**config.mk**
```make
export PLATFORM = sky130hd
export DESIGN_NAME = cache_rate_mon
export DESIGN_NICKNAME = d
export VERILOG_FILES = /design/src/rtl/cache_rate_mon.sv
export SDC_FILE = /design/constraint.sdc
export NUM_CORES = 1
export LEC_CHECK = 0
export ABC_CLOCK_PERIOD_IN_PS = 3500
export CORE_UTILIZATION = 50
export CTS_BUF_LIST = sky130_fd_sc_hd__clkbuf_4
export CTS_CLUSTER_DIAMETER = 120
export DETAILED_ROUTE_END_ITERATION = 6
export DONT_BUFFER_PORTS = 1
export PLACE_DENSITY = 0.68
export SYNTH_ARGS = -nofsm -noshare
export SYNTH_HDL_FRONTEND = slang
export SYNTH_SLANG_ARGS = --single-unit
```
**constraint.sdc**
```tcl
create_clock -name clk -period 3.5 [get_ports clk]
set_input_delay 0.7 -clock clk [delete_from_list [all_inputs] [get_ports clk]]
set_output_delay 0.7 -clock clk [all_outputs]
set_load 0.03 [all_outputs]
```
**src/rtl/cache_rate_mon.sv**
```systemverilog
module cache_rate_mon #(
  parameter int CNT_W  = 32,
  parameter int TMR_W  = 19,
  parameter int ADDR_W = 3
) (
  input  logic              clk,
  input  logic              rst_n,
  input  logic              ev_hit,
  input  logic              ev_miss,
  input  logic              ev_hit_ws,
  input  logic              reg_we,
  input  logic [ADDR_W-1:0] reg_waddr,
  input  logic [CNT_W-1:0]  reg_wdata,
  input  logic [ADDR_W-1:0] reg_raddr,
  output logic [CNT_W-1:0]  reg_rdata,
  output logic              irq
);
  localparam logic [ADDR_W-1:0] A_CTRL  = ADDR_W'(0);
  localparam logic [ADDR_W-1:0] A_STAT  = ADDR_W'(1);
  localparam logic [ADDR_W-1:0] A_HIT   = ADDR_W'(2);
  localparam logic [ADDR_W-1:0] A_MISS  = ADDR_W'(3);
  localparam logic [ADDR_W-1:0] A_HWS   = ADDR_W'(4);
  localparam logic [ADDR_W-1:0] A_THIT  = ADDR_W'(5);
  localparam logic [ADDR_W-1:0] A_TMISS = ADDR_W'(6);
  localparam logic [ADDR_W-1:0] A_IVL   = ADDR_W'(7);
  localparam logic [CNT_W-1:0]  CMAX    = {CNT_W{1'b1}};

  logic             run, irq_en;
  logic [2:0]       st;
  logic [CNT_W-1:0] hit_cnt, miss_cnt, hws_cnt, thr_hit, thr_miss;
  logic [TMR_W-1:0] ivl, tmr;

  logic wr_hit, wr_miss, wr_hws, wr_ivl;
  logic inc_hit, inc_miss, inc_hws;
  logic tmr_on, tmr_last;
  logic set_miss, set_hit, set_ivl;
  logic [2:0] clr;

  assign wr_hit  = reg_we && reg_waddr == A_HIT;
  assign wr_miss = reg_we && reg_waddr == A_MISS;
  assign wr_hws  = reg_we && reg_waddr == A_HWS;
  assign wr_ivl  = reg_we && reg_waddr == A_IVL;

  assign inc_hit  = run && ev_hit    && !wr_hit  && hit_cnt  != CMAX;
  assign inc_miss = run && ev_miss   && !wr_miss && miss_cnt != CMAX;
  assign inc_hws  = run && ev_hit_ws && !wr_hws  && hws_cnt  != CMAX;

  assign set_hit  = inc_hit  && thr_hit  != '0 && hit_cnt  + 1'b1 == thr_hit;
  assign set_miss = inc_miss && thr_miss != '0 && miss_cnt + 1'b1 == thr_miss;

  assign tmr_on   = run && ivl != '0 && !wr_ivl;
  assign tmr_last = tmr >= ivl - 1'b1;
  assign set_ivl  = tmr_on && tmr_last;

  assign clr = (reg_we && reg_waddr == A_STAT) ? reg_wdata[2:0] : 3'b000;

  always_ff @(posedge clk or negedge rst_n) begin
    if (!rst_n) begin
      run    <= 1'b0;
      irq_en <= 1'b0;
    end else if (reg_we && reg_waddr == A_CTRL) begin
      run    <= reg_wdata[0];
      irq_en <= reg_wdata[1];
    end
  end

  always_ff @(posedge clk or negedge rst_n) begin
    if (!rst_n) begin
      thr_hit  <= '0;
      thr_miss <= '0;
    end else if (reg_we) begin
      if (reg_waddr == A_THIT)  thr_hit  <= reg_wdata;
      if (reg_waddr == A_TMISS) thr_miss <= reg_wdata;
    end
  end

  always_ff @(posedge clk or negedge rst_n) begin
    if (!rst_n)       hit_cnt <= '0;
    else if (wr_hit)  hit_cnt <= reg_wdata;
    else if (inc_hit) hit_cnt <= hit_cnt + 1'b1;
  end

  always_ff @(posedge clk or negedge rst_n) begin
    if (!rst_n)        miss_cnt <= '0;
    else if (wr_miss)  miss_cnt <= reg_wdata;
    else if (inc_miss) miss_cnt <= miss_cnt + 1'b1;
  end

  always_ff @(posedge clk or negedge rst_n) begin
    if (!rst_n)       hws_cnt <= '0;
    else if (wr_hws)  hws_cnt <= reg_wdata;
    else if (inc_hws) hws_cnt <= hws_cnt + 1'b1;
  end

  always_ff @(posedge clk or negedge rst_n) begin
    if (!rst_n) begin
      ivl <= '0;
      tmr <= '0;
    end else if (wr_ivl) begin
      ivl <= reg_wdata[TMR_W-1:0];
      tmr <= '0;
    end else if (tmr_on) begin
      tmr <= tmr_last ? '0 : tmr + 1'b1;
    end
  end

  always_ff @(posedge clk or negedge rst_n) begin
    if (!rst_n) st <= '0;
    else        st <= (st & ~clr) | {set_ivl, set_hit, set_miss};
  end

  assign irq = irq_en && (st != '0);

  always_comb begin
    reg_rdata = '0;
    case (reg_raddr)
      A_CTRL:  reg_rdata[1:0] = {irq_en, run};
      A_STAT:  reg_rdata[2:0] = st;
      A_HIT:   reg_rdata = hit_cnt;
      A_MISS:  reg_rdata = miss_cnt;
      A_HWS:   reg_rdata = hws_cnt;
      A_THIT:  reg_rdata = thr_hit;
      A_TMISS: reg_rdata = thr_miss;
      A_IVL:   reg_rdata[TMR_W-1:0] = ivl;
      default: reg_rdata = '0;
    endcase
  end
endmodule

```
==> reports/results.txt <==
Chip Width -> 172 microns
Reg-to-Reg Start -> ivl[0]
Post-synthesis compound-gate area fraction -> 0.151
Syn Inst Count -> 1,640
Flop-to-flop setup slack -> 0.15 ns
CP Class -> flop to flop
Synthesized Nets -> 1,708
PwrDens -> 546 mW/mm^2
Period Utilization, post-route -> 0.958
Initial Util -> 0.512
Overall global routing resource usage -> 0.352
Final core occ -> 0.566
Fraction of layout cells with a size suffix above 1 -> 0.186
Largest net degree at the start of global routing -> 204
Die Area -> 0.0295 sq mm
TritonRoute pass-1 iters -> 5
Nets -> 1,744
Clk pin slew, worst setup/hold paths -> 0.06 ns
Peak supply drop -> 300 uV
XOR/XNOR Fraction of Synth Area -> 0.104
Clock latency on the worst-skew pair -> 0.75 ns
Post-synthesis adder-cell area fraction -> 0.0209
DPL Wire Length -> 36,800 microns
Clock Root Buffer -> clkbuf_4
Worst setup path startpoint -> ivl[0]
Main synth FF type -> dfrtp_1
Commonest non-fill, non-tap cells in the layout -> nand2_1 (209), dfrtp_1 (203), o21ai_0 (139)
Vias -> 13,667
Min-Delay Path Class -> primary input to asynchronous set/reset pin
Initial antenna violation count -> 2
Worst Skew -> 0.0347 ns
Max clock buf depth -> 3
Netlist Area Pre-Place -> 0.0144 sq mm
Largest family of logic cells by synthesized area -> simple AND/OR/NAND/NOR gates
TNS Setup -> 0 ns
Top Ports -> 77
Slew Viols, Final -> 0
Leak pwr -> 6.32 nW
Ys Warns -> 0
Normalized max-slew margin -> 0.187
CTS buffer count -> 57
Core Area -> 0.0281 sq mm
Final-layout fill cell count -> 2,618
Worst-Margin Slew -> 1.21 ns
Crit path required time -> 4.12 ns
PortBufs -> 0
P&R area growth vs syn -> 10.4%
Max Fanout on Critical Path -> 5
Vias per std cell -> 6.51
Hold slack -> -0.354 ns
Register area -> 0.00508 sq mm
Final setup margin -> 0.148 ns
Total length of routed wires -> 51,300 microns
Mean Syn Cell Area -> 8.78 sq um
GPL Wtd Cong -> 0.990
Row cnt -> 61
Final hold vios -> 203
FF+latch count, synth -> 203
H-Tree Depth -> 2
Final critical-path required period -> 3.35 ns
Yosys cell types -> 79
Overflow left after global routing -> 0
CTS tree -> built
Max_cap viols -> 0
Final setup viols -> 0
Die height -> 172 microns
Post-synthesis mux area share -> 0.110
Global-route wire length before repair -> 77,000 microns
Area taken by multi-input logic gates -> 0.00885 sq mm
Max Clock Freq -> 298 MHz
Clk sinks -> 203
DRC -> 0
Status -> finished with violations
CP Launch Type -> flop
Fin cells -> 2,098
Number of global-route vias before repair -> 12,662
Async set or reset register ratio after synthesis -> 1.00
Setup WS pre-CTS -> -0.275 ns
Placed Cells -> 1,987
Routed wire per std cell -> 24.4 microns
Most common cell after layout, fill and taps aside -> nand2_1
ANT nets after route -> 0
Crit path capture type -> flop
Initial DRC count -> 1,470
CP arrival -> 3.97 ns
Seq/Total Area, Yosys -> 0.353
Failing checks -> hold timing
RSZ-0062 raised after global routing -> true
Number of synthesized flops with an enable pin -> 0
Synth Area in Simple Gates -> 0.220
-- logic make-up (layout without fill, tap and decap cells) --
group,count (synthesis),count (layout)
buf+inv,142,221
compound gates,334,334
simple gates,624,624
mux,143,143
xor+xnor,170,170
flops,203,203
fa+ha+maj,24,24
other cells,0,1
-- sequential cells by signal (all words and copies together) (netlist names) --
register and cells:
irq_en 1, ivl 19, run 1, hws_cnt 32
thr_hit 32, tmr 19, thr_miss 32, hit_cnt 32
st 3, miss_cnt 32
-- critical path: stages (launching register included) --
cell and delay [ns]:
dfrtp_1 0.40, inv_2 0.07, ha_2 0.17, or3b_4 0.40, nor3_4 0.14, nand2b_1 0.14
or4_4 0.43, xor2_1 0.16, ha_1 0.30, nand4_1 0.12, nor3_2 0.21, a21oi_2 0.07
buf_4 0.16, buf_2 0.17, o211ai_1 0.18, o211ai_1 0.11
-- path summary, 6_finish.rpt --
kind,depth (start not counted),endpoint
max in group asynchronous,0,hit_cnt[18]
setup reg to reg,15,tmr[7]
setup / recovery,15,tmr[7]
hold reg to reg,1,irq_en
min in group clk,2,miss_cnt[0]
hold / removal,0,tmr[12]
-- cell type report --
| class | instances | share of cell area |
|---|---|---|
| Multi-Input combinational cell | 1295 | 0.557 |
| Sequential cell | 203 | 0.320 |
| Timing Repair Buffer | 86 | 0.0414 |
| Clock buffer | 86 | 0.0406 |
| Tap cell | 378 | 0.0298 |
| Inverter | 33 | 0.00779 |
| Clock inverter | 16 | 0.00417 |
| Antenna cell | 1 | 0.000157 |
-- what timing repair did --
| action | CTS | global route |
|---|---|---|
| endpoints found under the hold margin | 203 | 203 |
| buffers inserted | 5 | 1 |
| pin swaps | 3 | 5 |
| resized for setup | 11 | 13 |
| endpoints found under the setup margin | 20 | 20 |
| cloned | 2 | 0 |
-- power by group --
group | switching, mW | total, mW | internal (mW)
combinational | 1.36 | 2.63 | 1.27
clock | 1.09 | 2.21 | 1.11
sequential | 1.02 | 3.84 | 2.83
-- through the flow --
step           total power [mW]  instance area [sq um]  hold slack, ns
4_1_cts                    8.61                  15800          -0.399
6_report                   8.68                  15900          -0.354
2_1_floorplan              5.44                  14400           0.404
3_5_place_dp               6.36                  15000           0.410
3_3_place_gp               6.29                  15000           0.408
5_1_grt                    9.10                  15900          -0.386
-- routing by layer --
metal	up-vias	track usage	wire length, microns
li1	6069	-	-
met1	6690	0.495	21200
met4	0	0.148	2140
met3	148	0.0594	4940
met2	760	0.532	22900
met5	-	0	0
-- synth_stat cells, types with 19 or more instances --
cell,number,area share
nand2_1,209,0.055
dfrtp_1,203,0.35
o21ai_0,139,0.048
xnor2_1,112,0.068
nor2_1,106,0.028
mux2_2,96,0.075
clkbuf_1,80,0.021
nand3_1,63,0.022
xor2_1,57,0.035
mux2i_1,44,0.031
nand4_1,43,0.019
a21oi_1,38,0.013
nor4_1,37,0.016
o211ai_1,34,0.018
inv_1,33,0.0086
nor3_1,30,0.010
ha_1,24,0.021
and3_1,19,0.0083
Power figures use the tool's default switching activity.
